**src/rtl/cfg_regwin_pkg.sv**
```systemverilog
// Shared constants and types for the paged configuration register window.
// Assumes an 8-bit data path and a 4-bit register offset.
package cfg_regwin_pkg;
    typedef enum logic [1:0] {PG0 = 2'd0, PG1 = 2'd1, PG2 = 2'd2, PG3 = 2'd3} page_e;

    localparam logic [3:0] OFS_CMD   = 4'h0;
    localparam logic [3:0] OFS_LINES = 4'h9;
    localparam logic [3:0] OFS_CFGA  = 4'hA;
    localparam logic [3:0] OFS_CFGB  = 4'hB;
    localparam logic [3:0] OFS_ROMPG = 4'hA;

    localparam logic [7:0] CMD_RESET = 8'h21;
    localparam logic [7:0] CFGB_KEEP = 8'h13;
endpackage

```
**src/rtl/cfg_regwin_decode.sv**
```systemverilog
// Address qualifier: accepts a host access when the address falls in the
// window at base and DMA address enable is low. Assumes that AW > WIN_SH > OFS_W.
module cfg_regwin_decode #(
    parameter int AW     = 10,
    parameter int OFS_W  = 4,
    parameter int WIN_SH = 5
) (
    input  logic [AW-1:0]    addr,
    input  logic             aen,
    input  logic             rd,
    input  logic             wr,
    input  logic [AW-1:0]    base,
    output logic             rd_hit,
    output logic             wr_hit,
    output logic [OFS_W-1:0] ofs
);
    logic in_win;

    // Window compare on the upper address bits; the gap bits must be zero.
    always_comb begin
        in_win = !aen && (addr[AW-1:WIN_SH] == base[AW-1:WIN_SH])
                      && (addr[WIN_SH-1:OFS_W] == '0);
        rd_hit = in_win && rd;
        wr_hit = in_win && wr;
        ofs    = addr[OFS_W-1:0];
    end
endmodule

```
**src/rtl/cfg_regwin_unlock.sv**
```systemverilog
// Read-then-write unlock tracker. It arms on a page-0 read of one of the two
// shared offsets and disarms on any other qualifying access.
// Assumes that rd_hit and wr_hit are never high together.
module cfg_regwin_unlock
    import cfg_regwin_pkg::*;
#(
    parameter int OFS_W = 4
) (
    input  logic             clk,
    input  logic             rst_n,
    input  logic             rd_hit,
    input  logic             wr_hit,
    input  logic [OFS_W-1:0] ofs,
    input  logic [1:0]       page,
    output logic             unlock_a,
    output logic             unlock_b
);
    logic armed_q;
    logic armed_b_q;
    logic shared_ofs;

    // Marks the two offsets that a configuration register shares with a byte count.
    always_comb shared_ofs = (ofs == OFS_CFGA) || (ofs == OFS_CFGB);

    // Re-evaluates the armed state on every qualifying access.
    always_ff @(posedge clk) begin
        if (!rst_n) begin
            armed_q   <= 1'b0;
            armed_b_q <= 1'b0;
        end else if (rd_hit || wr_hit) begin
            armed_q   <= rd_hit && (page == PG0) && shared_ofs;
            armed_b_q <= (ofs == OFS_CFGB);
        end
    end

    assign unlock_a = armed_q && !armed_b_q;
    assign unlock_b = armed_q &&  armed_b_q;


    wr_disarms_chk: assert property (@(posedge clk) disable iff (!rst_n)
        wr_hit |=> !(unlock_a || unlock_b));

    rd_other_disarms_chk: assert property (@(posedge clk) disable iff (!rst_n)
        (rd_hit && !shared_ofs) |=> !(unlock_a || unlock_b));
endmodule

```
**src/rtl/cfg_regwin_irqroute.sv**
```systemverilog
// Interrupt steering: drives exactly one of NIRQ lines, chosen by sel, and
// leaves the rest undriven. Assumes that NIRQ equals 2**SEL_W.
module cfg_regwin_irqroute #(
    parameter int SEL_W = 3,
    localparam int NIRQ = 1 << SEL_W
) (
    input  logic             clk,
    input  logic             rst_n,
    input  logic [SEL_W-1:0] sel,
    input  logic             req,
    output logic [NIRQ-1:0]  oe,
    output logic [NIRQ-1:0]  level
);
    // One decoder slice per interrupt line.
    for (genvar k = 0; k < NIRQ; k++) begin : g_line
        always_comb begin
            oe[k]    = (sel == SEL_W'(k));
            level[k] = oe[k] && req;
        end
    end


    irq_single_drv_chk: assert property (@(posedge clk) disable iff (!rst_n)
        $countones(oe) == 1);

    irq_follows_req_chk: assert property (@(posedge clk) disable iff (!rst_n)
        (level != '0) == req);
endmodule

```
**src/rtl/cfg_regwin.sv**
```systemverilog
// Paged configuration register window (top). It holds the command register,
// configuration A and B, both remote byte counts, the interrupt pull-down
// enables and the boot ROM page register. Assumes one strobe per cycle at most.
module cfg_regwin
    import cfg_regwin_pkg::*;
#(
    parameter int          AW      = 10,
    parameter int          DW      = 8,
    parameter int          OFS_W   = 4,
    parameter int          WIN_SH  = 5,
    parameter int          SEL_W   = 3,
    parameter logic [9:0]  BASE_LO = 10'h300,
    localparam int         NIRQ    = 1 << SEL_W
) (
    input  logic            clk,
    input  logic            rst_n,
    input  logic [AW-1:0]   host_addr,
    input  logic            dma_aen,
    input  logic            rd_stb,
    input  logic            wr_stb,
    input  logic [DW-1:0]   wr_data,
    output logic [DW-1:0]   rd_data,
    input  logic            irq_req,
    input  logic [NIRQ-1:0] irq_line_in,
    output logic [NIRQ-1:0] irq_oe,
    output logic [NIRQ-1:0] irq_out,
    output logic [NIRQ-1:0] irq_pd_en,
    output logic [DW-1:0]   rom_page,
    output logic [AW-1:0]   io_base,
    output logic [DW-1:0]   rbc0,
    output logic [DW-1:0]   rbc1,
    output logic [DW-1:0]   cfg_b
);
    logic [DW-1:0]    cmd_q, cfga_q, cfgb_q, rbc0_q, rbc1_q, pd_q, rompg_q;
    logic             rd_hit, wr_hit, unlock_a, unlock_b;
    logic [OFS_W-1:0] ofs;
    logic [1:0]       page;

    assign page = cmd_q[7:6];

    // Places the window at BASE_LO plus one window step per code.
    always_comb io_base = BASE_LO + (AW'(cfga_q[SEL_W-1:0]) << WIN_SH);

    cfg_regwin_decode #(.AW(AW), .OFS_W(OFS_W), .WIN_SH(WIN_SH)) u_decode (
        .addr(host_addr), .aen(dma_aen), .rd(rd_stb), .wr(wr_stb),
        .base(io_base), .rd_hit(rd_hit), .wr_hit(wr_hit), .ofs(ofs));

    cfg_regwin_unlock #(.OFS_W(OFS_W)) u_unlock (
        .clk(clk), .rst_n(rst_n), .rd_hit(rd_hit), .wr_hit(wr_hit),
        .ofs(ofs), .page(page), .unlock_a(unlock_a), .unlock_b(unlock_b));

    cfg_regwin_irqroute #(.SEL_W(SEL_W)) u_irq (
        .clk(clk), .rst_n(rst_n), .sel(cfga_q[6:4]), .req(irq_req),
        .oe(irq_oe), .level(irq_out));

    // Register writes, with the page-0 shared offsets steered by the unlock.
    always_ff @(posedge clk) begin
        if (!rst_n) begin
            cmd_q   <= CMD_RESET;
            cfga_q  <= '0;
            cfgb_q  <= '0;
            rbc0_q  <= '0;
            rbc1_q  <= '0;
            pd_q    <= '0;
            rompg_q <= '0;
        end else if (wr_hit) begin
            if (ofs == OFS_CMD) begin
                cmd_q <= wr_data;
            end else begin
                case (page)
                    PG0: begin
                        if (ofs == OFS_CFGA) begin
                            if (unlock_a) cfga_q <= wr_data;
                            else          rbc0_q <= wr_data;
                        end else if (ofs == OFS_CFGB) begin
                            if (unlock_b) cfgb_q <= wr_data & CFGB_KEEP;
                            else          rbc1_q <= wr_data;
                        end
                    end
                    PG2: begin
                        if (ofs == OFS_LINES)      pd_q    <= wr_data;
                        else if (ofs == OFS_ROMPG) rompg_q <= wr_data;
                    end
                    default: ;
                endcase
            end
        end
    end

    // Read multiplexer; it returns zero for unmapped offsets and for misses.
    always_comb begin
        rd_data = '0;
        if (rd_hit) begin
            if (ofs == OFS_CMD) begin
                rd_data = cmd_q;
            end else if (page == PG0) begin
                if (ofs == OFS_CFGA)      rd_data = cfga_q;
                else if (ofs == OFS_CFGB) rd_data = cfgb_q;
            end else if (page == PG2) begin
                if (ofs == OFS_LINES)      rd_data = irq_line_in;
                else if (ofs == OFS_ROMPG) rd_data = rompg_q;
            end
        end
    end

    assign irq_pd_en = pd_q;
    assign rom_page  = rompg_q;
    assign rbc0      = rbc0_q;
    assign rbc1      = rbc1_q;
    assign cfg_b     = cfgb_q;


    rd_wr_excl_chk: assert property (@(posedge clk) disable iff (!rst_n)
        !(rd_stb && wr_stb));

    cfga_needs_wr_chk: assert property (@(posedge clk) disable iff (!rst_n)
        (cfga_q != $past(cfga_q)) |-> ($past(wr_hit) && $past(ofs) == OFS_CFGA));

    cfga_rbc0_split_chk: assert property (@(posedge clk) disable iff (!rst_n)
        !((cfga_q != $past(cfga_q)) && (rbc0_q != $past(rbc0_q))));

    cfgb_reserved_chk: assert property (@(posedge clk) disable iff (!rst_n)
        (cfgb_q & ~CFGB_KEEP) == '0);

    rompg_needs_wr_chk: assert property (@(posedge clk) disable iff (!rst_n)
        (rompg_q != $past(rompg_q)) |-> ($past(wr_hit) && $past(page) == PG2));
endmodule

```
**config.mk**
```make
export PLATFORM = sky130hd
export DESIGN_NAME = cfg_regwin
export DESIGN_NICKNAME = d
export VERILOG_FILES = /design/src/rtl/cfg_regwin_pkg.sv /design/src/rtl/cfg_regwin_decode.sv /design/src/rtl/cfg_regwin_unlock.sv /design/src/rtl/cfg_regwin_irqroute.sv /design/src/rtl/cfg_regwin.sv
export SDC_FILE = /design/constraint.sdc
export NUM_CORES = 1
export LEC_CHECK = 0
export ABC_AREA = 1
export BUFFER_PORTS_ARGS = -buffer_cell sky130_fd_sc_hd__buf_2
export CORE_MARGIN = 8
export CORE_UTILIZATION = 49
export DETAILED_ROUTE_END_ITERATION = 10
export GPL_ROUTABILITY_DRIVEN = 1
export PLACE_DENSITY_LB_ADDON = 0.05
export SKIP_LAST_GASP = 1
export SLEW_MARGIN = 25
export SYNTH_ARGS = -nofsm -noshare
export SYNTH_HDL_FRONTEND = slang
export SYNTH_SLANG_ARGS = --single-unit
```
**constraint.sdc**
```tcl
create_clock -name clk -period 1.8 [get_ports clk]
set_input_delay 0.18 -clock clk [delete_from_list [all_inputs] [get_ports clk]]
set_output_delay 0.18 -clock clk [all_outputs]
set_load 0.05 [all_outputs]
```
Word level (Yosys, flattened, before mapping)
Index checks and enable logic that the tools add are counted.
- add/subtract/negate cells: 1
- eq/ne operators: 12
- mux-type cells: 8
- bitwise gates (word level): 6
- reduce and logical (&&, ||, !) cells: 30
- operators by type and width (operator ; count):
    $mux 8 ; 7
    $logic_and 1x1->1 ; 16
    $reduce_and 5->1 ; 3
    $eq 3x3->1 const B ; 4
    $eq 4x4->1 const B ; 3
    $reduce_and 6->1 ; 2
    $add 9x9->10 const A ; 1
    $eq 3x2->1 const B ; 2
    $not 1->1 ; 6
    $eq 5x5->1 ; 1
    $mux 5 ; 1
    $logic_not 4->1 ; 1
    $reduce_and 4->1 ; 1
    $eq 3x1->1 const B ; 1
    $logic_not 3->1 ; 1
    $eq 2x2->1 const B ; 1
    $logic_not 1->1 ; 2
    $logic_not 2->1 ; 1
    $logic_or 1x1->1 ; 2
    $reduce_and 2->1 ; 1
- register bits after elaboration: 53
- input bits: 32
- output and inout bits: 74
- logic and storage cells: 66

Depth between registers and ports, before layout
Gate-level depths: netlist (run 1).
- depth in word-level cells: 7
- depth in mapped cells: 11
- gate-level depth less buffers: 11

Cells and area by module
From an unflattened synthesis (run 1), not the netlist that was laid out.
- cells, all modules: 447
- area, all modules: 2879.0 um2
- modules (own cells, without submodules) (module ; instances ; cells each ; area each (um2)):
    cfg_regwin ; 1 ; 362 ; 2484.9
    cfg_regwin_decode ; 1 ; 36 ; 153.9
    cfg_regwin_irqroute ; 1 ; 28 ; 120.1
    cfg_regwin_unlock ; 1 ; 21 ; 120.1

Worst setup path before layout (run 1)
No wires, ideal clock.
- path type: register to output
- from: register cfga_q[5]
- to: output irq_out[6]
- data arrival time: 2381 ps
- data required time: 1620 ps
- slack: -761 ps
- cell stages (with the launch flop): 4
- path buffers: 1
- path through: dfxtp_1 -> clkbuf_1 -> clkinv_1 -> nor4_1
- word-level cells in the longest chain between the ends: 2
- ends and longest elaborated chain (item ; line ; RTL):
    from (decl) ; cfg_regwin.sv:34 ; logic [DW-1:0] cmd_q, cfga_q, cfgb_q, rbc0_q, rbc1_q, pd_q, rompg_q;
    from (signal assigned) ; cfg_regwin.sv:73 ; if (unlock_a) cfga_q <= wr_data;
    $eq 3x3->1 ; cfg_regwin_irqroute.sv:17 ; oe[k] = (sel == SEL_W'(k));
    $logic_and 1x1->1 ; cfg_regwin_irqroute.sv:18 ; level[k] = oe[k] && req;
    to (decl) ; cfg_regwin.sv:26 ; output logic [NIRQ-1:0] irq_out,
No other way between the ends.

Worst setup path after layout (run 1)
- from: register cfga_q[0]
- to: output rd_data[7]
- word-level cells in the longest chain between the ends: 6
- ends and longest elaborated chain (item ; line ; RTL):
    $add 9x9->10 ; cfg_regwin.sv:42 ; always_comb io_base = BASE_LO + (AW'(cfga_q[SEL_W-1:0]) << WIN_SH);
    $eq 5x5->1 ; cfg_regwin_decode.sv:21 ; in_win = !aen && (addr[AW-1:WIN_SH] == base[AW-1:WIN_SH])
    $logic_and 1x1->1 ; cfg_regwin_decode.sv:21 ;
    $logic_and 1x1->1 ; cfg_regwin_decode.sv:22 ; && (addr[WIN_SH-1:OFS_W] == '0);
    $logic_and 1x1->1 ; cfg_regwin_decode.sv:23 ; rd_hit = in_win && rd;
    $mux 8 ; cfg_regwin.sv:93 ; if (rd_hit) begin
    to (decl) ; cfg_regwin.sv:22 ; output logic [DW-1:0] rd_data,
No other way between the ends.

==> run_results.csv, run 1 <==
group,metric,value,unit
run_status,status,"complete, but fails checks",
run_status,violations,"negative setup slack",
detailed_routing,ant_nets,0,
placed_design,placement.setup.worst_slack,0.04534,ns
power_and_ir_drop,max-vdd-ir-drop,0.3561,mV
setup_path,criticalPathCategory,"reg2out",
timing,min_period,1.873,ns
setup_path,reg2reg_slack,0.08,ns
timing,final.setup.worst_slack,-0.07313,ns
timing,final-setup-viol-count,6,
die,design.portCount,106,
placed_design,placement.io_buffers,93,
synthesis,synth_top_cell_by_area,"sky130_fd_sc_hd__dfxtp_1",
setup_path,start_kind,"flop",
die,fp.dieW,92.37,um
layout,stdcell_count,638,
global_routing,pin_count_of_the_biggest_net_entering_global_routing,25,
global_routing,globalRouteTotalUtil,21.51,%
synthesis,synth_flop_cell,"sky130_fd_sc_hd__dfxtp_1",
run,timing.max_cap.violations,0,
synthesis,ys.warnings.count,0,
die,row_count,28,
placed_design,dp.cells,623,
synthesis,post_synth_arst_share,0,%
synthesis,synth_top_area_share,37.13,%
die,fp.dieArea,8532,sq um
power_and_ir_drop,power.density_cell_area,560.2,nW/um^2
global_routing,groute.layer.met2.usage,36.11,%
setup_path,crit_path_cell_trace,"inv_2 > nand2_2 > nand2_2 > nor2_4 > nand2_2 > nor2_4 > buf_6 > o21ai_4 > a21oi_2 > buf_6",
detailed_routing,route.vias.total,3247,
clocking,ctsHoldBuffers,0,
synthesis,synth-edff-count,0,
timing,slew_viol_final,0,
timing,achievable-frequency,533.9,MHz
layout,n_fill_cell,535,
timing,totalNegativeSetupSlack,-0.3124,ns
placed_design,dpl.hpwl,6.978,mm
detailed_routing,drcViolationCount,0,
global_routing,grt_util_met3,4.531,%
global_routing,overflow,0,
synthesis,mappedNetlistArea,2858,sq um
synthesis,synth.most_common_cell,"sky130_fd_sc_hd__nand2_1",
timing,report.final.hold_viol_count,0,
detailed_routing,detail_route.iter0.violations,182,
synthesis,synthTopCellsByArea,"sky130_fd_sc_hd__dfxtp_1, sky130_fd_sc_hd__nand2_1, sky130_fd_sc_hd__nor2_1, sky130_fd_sc_hd__inv_1, sky130_fd_sc_hd__o21ai_0",
detailed_routing,drt-total-wl,9.379,mm
synthesis,number_of_distinct_library_cells_after_synthesis,25,
setup_path,worst-endpoint-arrival,1.69,ns
power_and_ir_drop,p_leak,1.931,nW
detailed_routing,wire_per_inst,14.70,um
setup_path,critical_path_fanout_max,7,
clocking,latest_clock_arrival_within_the_worst_skew_pair,0.30,ns
synthesis,synth-seq-area-share,37.13,%
layout,layout-drive-gt1-share,31.97,%
timing,clock-skew-final,0.01015,ns
layout,area_delta_synth_final,33.93,%
layout,antenna-diode-count,0,
detailed_routing,via_per_inst,5.089,
placed_design,globalplace.congestion,0.9305,
global_routing,top_usage_layer,"met2",
layout,final_nets,594,
die,core,5781,sq um
timing,period_share,104.1,%
setup_path,master_of_the_slowest_instance_on_the_critical_path,"sky130_fd_sc_hd__dfxtp_2",
synthesis,netlist_instances,454,
synthesis,post_synth.cell_area_avg,6.295,sq um
synthesis,netlist_top_cells_count,"sky130_fd_sc_hd__nand2_1, sky130_fd_sc_hd__nor2_1, sky130_fd_sc_hd__dfxtp_1",
layout,final_cell_area,3827,sq um
setup_path,cp_data_required_time,1.62,ns
min_path,holdCritPathClass,"in2reg",
setup_path,cpLargestDelayFamily,"simple AND/OR/NAND/NOR gates",
global_routing,number_of_antenna_violations_at_the_first_check_in_global_routing,0,
placed_design,postPlaceCellArea,3512,sq um
timing,whs,0.1942,ns
setup_path,worst-path-buf-inv,3,
global_routing,wire_length_of_the_first_global_routing_pass,15.05,mm
clocking,cts_max_level,2,
timing,rsz0062_at_grt,"true",
clocking,clock_sinks,53,
detailed_routing,drtPass1Iterations,4,
global_routing,grtUsageMet1,26.68,%
setup_path,worst_path_largest_cell_delay,0.36,ns
clocking,clk_pin_slew,0.09,ns
global_routing,vias_in_the_first_global_route,3155,
die,start_util,49.44,%
clocking,numCtsBuffers,5,
setup_path,cp_most_frequent_cell,"sky130_fd_sc_hd__nand2_2",
clocking,clock_tree_from_tritoncts,"yes",
setup_path,endpoint_class_of_the_critical_path,"primary output",
die,die_height,92.37,um
clocking,clock_tree.root_cell,"sky130_fd_sc_hd__clkbuf_8",
clocking,clockBufferDepth,2,
synthesis,ys_seq_elements,53,
-- state kept, by name, summed over array words and instances (netlist names) --
register            flops
rom_page                8
cmd_q                   8
u_unlock.armed_q        1
irq_pd_en               8
rbc0                    8
rbc1                    8
cfga_q                  8
cfg_b                   3
u_unlock.armed_b_q      1
-- final timing paths --
kind / end / depth (start not counted) / startpoint
worst max-delay path: rd_data[7] / 10 / cfga_q[0]
worst min-delay path: cmd_q[0] / 3 / wr_data[0]
worst max register to register: rom_page[6] / 11 / cfga_q[0]
worst min register to register: rbc0[4] / 2 / rbc0[4]
-- kinds of logic (layout without fill, tap and decap cells) --
group           after synthesis  after routing  share of synthesized area (%)
compound gates               51             51                          9.194
buf+inv                      85            184                          13.97
flops                        53             53                          37.13
other cells                   2             12                         0.2628
simple gates                263            263                          39.45
-- cells in the final DEF, fill, tap and decap left out, types with 14 or more instances in the layout --
master                    count
sky130_fd_sc_hd__buf_4       26
sky130_fd_sc_hd__dfxtp_1     49
sky130_fd_sc_hd__buf_2       84
sky130_fd_sc_hd__a21oi_1     14
sky130_fd_sc_hd__inv_1       42
sky130_fd_sc_hd__nor2_1      89
sky130_fd_sc_hd__nand3_1     15
sky130_fd_sc_hd__nand2_1    103
sky130_fd_sc_hd__nand4_1     18
sky130_fd_sc_hd__o21ai_0     24
-- per-stage QoR --
stage / utilization (%) / power [mW]
global route: 66.21 / 2.217
finish: 66.21 / 2.144
detailed placement: 60.76 / 1.431
global placement: 60.76 / 1.428
CTS: 64.91 / 2.155
floorplan: - / 1.364
-- per-layer routing --
layer	vias up	routed length, um
met3	17	781
li1	1625	-
met4	0	171
met5	-	0
met1	1468	3992
met2	137	4433
-- cell type report --
cell class / instances / area, sq um / share of cell area [%]
timing repair buffer: 122 / 764.5 / 19.97
tap: 75 / 93.84 / 2.452
clock inverter: 1 / 5.005 / 0.1308
inverter: 54 / 215.2 / 5.623
sequential: 53 / 1066 / 27.85
multi-input combinational: 326 / 1587 / 41.45
clock buffer: 7 / 96.34 / 2.517
-- worst register-to-register path, stage by stage, from the launching register on --
cell	delay, ns
sky130_fd_sc_hd__dfxtp_2	0.36
sky130_fd_sc_hd__inv_2	0.05
sky130_fd_sc_hd__nand2_2	0.06
sky130_fd_sc_hd__nand2_2	0.07
sky130_fd_sc_hd__nor2_4	0.12
sky130_fd_sc_hd__nand2_2	0.09
sky130_fd_sc_hd__buf_4	0.14
sky130_fd_sc_hd__nor2_2	0.12
sky130_fd_sc_hd__buf_4	0.20
sky130_fd_sc_hd__nand2_1	0.20
sky130_fd_sc_hd__nand2_1	0.12
sky130_fd_sc_hd__a21oi_1	0.06
-- where the power goes --
part | leakage (nW) | switching [mW] | total (mW) | internal (mW)
logic | 1.45 | 0.182 | 0.248 | 0.0658
registers | 0.429 | 0.000276 | 1.17 | 1.17
clock network | 0.0542 | 0.376 | 0.725 | 0.348
total | 1.93 | 0.558 | 2.14 | 1.59
-- what timing repair did --
action | in CTS | in global routing
endpoints found under the setup margin | 8 | 34
setup buffers | 5 | 2
pin swaps | 6 | 8
gates resized for setup | 40 | 18
Power figures use the tool's default switching activity.
==> inputs of run 2 (changes only) <==
--- a/config.mk
+++ b/config.mk
@@ -7,7 +7,7 @@
 export LEC_CHECK = 0
 export ABC_AREA = 1
 export BUFFER_PORTS_ARGS = -buffer_cell sky130_fd_sc_hd__buf_2
-export CORE_MARGIN = 8
+export CORE_MARGIN = 1
 export CORE_UTILIZATION = 49
 export DETAILED_ROUTE_END_ITERATION = 10
 export GPL_ROUTABILITY_DRIVEN = 1
==> run 2 against run 1 <==
The run still ends with negative setup slack left. Combinational power decreased by 3%. Critical path depth decreased by 4. Sequential power about the same. Largest power group unchanged. Clock power increased by 2%. First-iteration DRC count increased by 8.2%.
==> run_results.csv, run 2 (synthesis results as in run 1) <==
group,metric,value,unit
run_status,status,"complete, but fails checks",
run_status,violations,"negative setup slack",
timing,min_period,1.885,ns
setup_path,cp_data_required_time,1.62,ns
clocking,latest_clock_arrival_within_the_worst_skew_pair,0.31,ns
timing,final.setup.worst_slack,-0.08546,ns
setup_path,start_kind,"flop",
layout,antenna-diode-count,0,
timing,achievable-frequency,530.4,MHz
clocking,clk_pin_slew,0.11,ns
detailed_routing,route.vias.total,3208,
clocking,clock_tree_from_tritoncts,"yes",
layout,final_nets,593,
die,fp.dieW,78.37,um
setup_path,reg2reg_slack,0.17,ns
run,timing.max_cap.violations,0,
layout,area_delta_synth_final,31.04,%
timing,slew_viol_final,0,
placed_design,placement.setup.worst_slack,0.02617,ns
clocking,cts_max_level,2,
timing,report.final.hold_viol_count,0,
setup_path,worstReg2RegEnd,"cfga_q[4]",
global_routing,wire_length_of_the_first_global_routing_pass,13.24,mm
placed_design,placement.io_buffers,93,
global_routing,vias_in_the_first_global_route,2766,
layout,mostFrequentLayoutCells,"sky130_fd_sc_hd__nand2_1, sky130_fd_sc_hd__nor2_1, sky130_fd_sc_hd__buf_2",
layout,n_fill_cell,531,
setup_path,worst-endpoint-arrival,1.71,ns
setup_path,worst_r2r_startpoint,"cmd_q[7]",
die,die_height,78.37,um
setup_path,critPathLaunch,"cmd_q[7]",
detailed_routing,drcViolationCount,0,
die,core,5574,sq um
global_routing,overflow,0,
global_routing,pin_count_of_the_biggest_net_entering_global_routing,27,
power_and_ir_drop,report.power.total,2.153,mW
die,start_util,51.27,%
layout,layout-drive-gt1-share,31.32,%
detailed_routing,via_per_inst,5.060,
setup_path,criticalPathCategory,"reg2out",
layout,post-route-util,67.18,%
layout,layout_commonest_cell,"sky130_fd_sc_hd__nand2_1",
power_and_ir_drop,max-vdd-ir-drop,0.4651,mV
global_routing,globalRouteTotalUtil,27.53,%
setup_path,timing.reg2reg.worst_path_depth,8,
detailed_routing,ant_nets,0,
timing,rsz0062_at_grt,"true",
timing,final-setup-viol-count,8,
layout,sequential_cell_area,1067,sq um
global_routing,number_of_antenna_violations_at_the_first_check_in_global_routing,0,
setup_path,critical_path_fanout_max,7,
clocking,clock_tree.root_cell,"sky130_fd_sc_hd__clkbuf_8",
clocking,clock_sinks,53,
detailed_routing,drtPass1Iterations,5,
layout,multiInputGateArea,1540,sq um
detailed_routing,drt-total-wl,8.136,mm
die,row_count,27,
setup_path,endpoint_class_of_the_critical_path,"primary output",
detailed_routing,detail_route.iter0.violations,197,
power_and_ir_drop,p_leak,1.900,nW
placed_design,dpl.hpwl,6.115,mm
clocking,numCtsBuffers,5,
timing,whs,0.1535,ns
timing,clock-skew-final,0.009489,ns
power_and_ir_drop,power.density_cell_area,575.0,nW/um^2
timing,period_share,104.7,%
detailed_routing,wire_per_inst,12.83,um
clocking,clockBufferDepth,2,
min_path,holdCritPathClass,"in2reg",
die,fp.dieArea,6142,sq um
die,design.portCount,106,
setup_path,worstSetupEndpoint,"rd_data[3]",
placed_design,globalplace.congestion,0.8975,
[run 2: changes by cell type in the layout (fill, tap and decap cells not counted), sizes merged]
| cell | change |
|---|---|
| clkinvlp | +2 |
| clkinv | -1 |
| buf | -2 |
[run 2: per-stage QoR]
step	setup TNS, ns	instances	area (sq um)
2_1_floorplan	-5.567	464	2958
3_3_place_gp	0	616	3453
3_5_place_dp	0	616	3453
4_1_cts	-0.6674	632	3682
5_1_grt	-1.338	634	3745
6_report	-0.5283	634	3745
[run 2: area by class of cell]
type | instances | area share, %
Tap cell | 72 | 2.406
Clock buffer | 6 | 2.205
Clock inverter | 2 | 0.4343
Sequential cell | 53 | 28.50
Inverter | 54 | 5.814
Multi-Input combinational cell | 326 | 41.13
Timing Repair Buffer | 121 | 19.51
[run 2: worst min path at each step]
stage	from	to	slack, ns	cells after the start
after CTS	wr_data[0]	cmd_q[0]	0.14	3
after global placement	rbc0[5]	rbc0[5]	0.46	2
after detailed placement	rbc0[5]	rbc0[5]	0.47	2
after global routing	wr_data[0]	cmd_q[0]	0.15	3
final	wr_data[0]	cmd_q[0]	0.15	3
after floorplan	wr_data[0]	cmd_q[0]	0.29	2
[run 2: where the power goes]
part / leakage, nW / total (mW) / internal [mW] / switching (mW)
clock network: 0.0478 / 0.743 / 0.318 / 0.425
logic: 1.42 / 0.240 / 0.0641 / 0.176
registers: 0.429 / 1.17 / 1.17 / 0.000282
[run 2: timing repair]
item                                    in CTS  in global routing
setup buffers                                8                  2
hold buffers                                 0                  0
pin swaps                                    8                  5
resized for setup                           33                 15
endpoints found under the setup margin       8                 16
[run 2: worst max-delay path: stages, from the launching register on]
cell                      delay (ns)
sky130_fd_sc_hd__dfxtp_1        0.32
sky130_fd_sc_hd__nor2_1         0.18
sky130_fd_sc_hd__inv_1          0.11
sky130_fd_sc_hd__nor2_2         0.26
sky130_fd_sc_hd__a21oi_1        0.15
sky130_fd_sc_hd__a21oi_2        0.20
sky130_fd_sc_hd__buf_6          0.18
[run 2: per-layer routing]
metal  GRT usage, %  vias to the layer above  part of all wire (%)
met2          43.77                      127                    45
met3          6.860                        2                   7.8
li1               -                     1627                     -
met5              0                        -                     0
met4          6.296                        0                  0.33
met1          37.37                     1452                    47
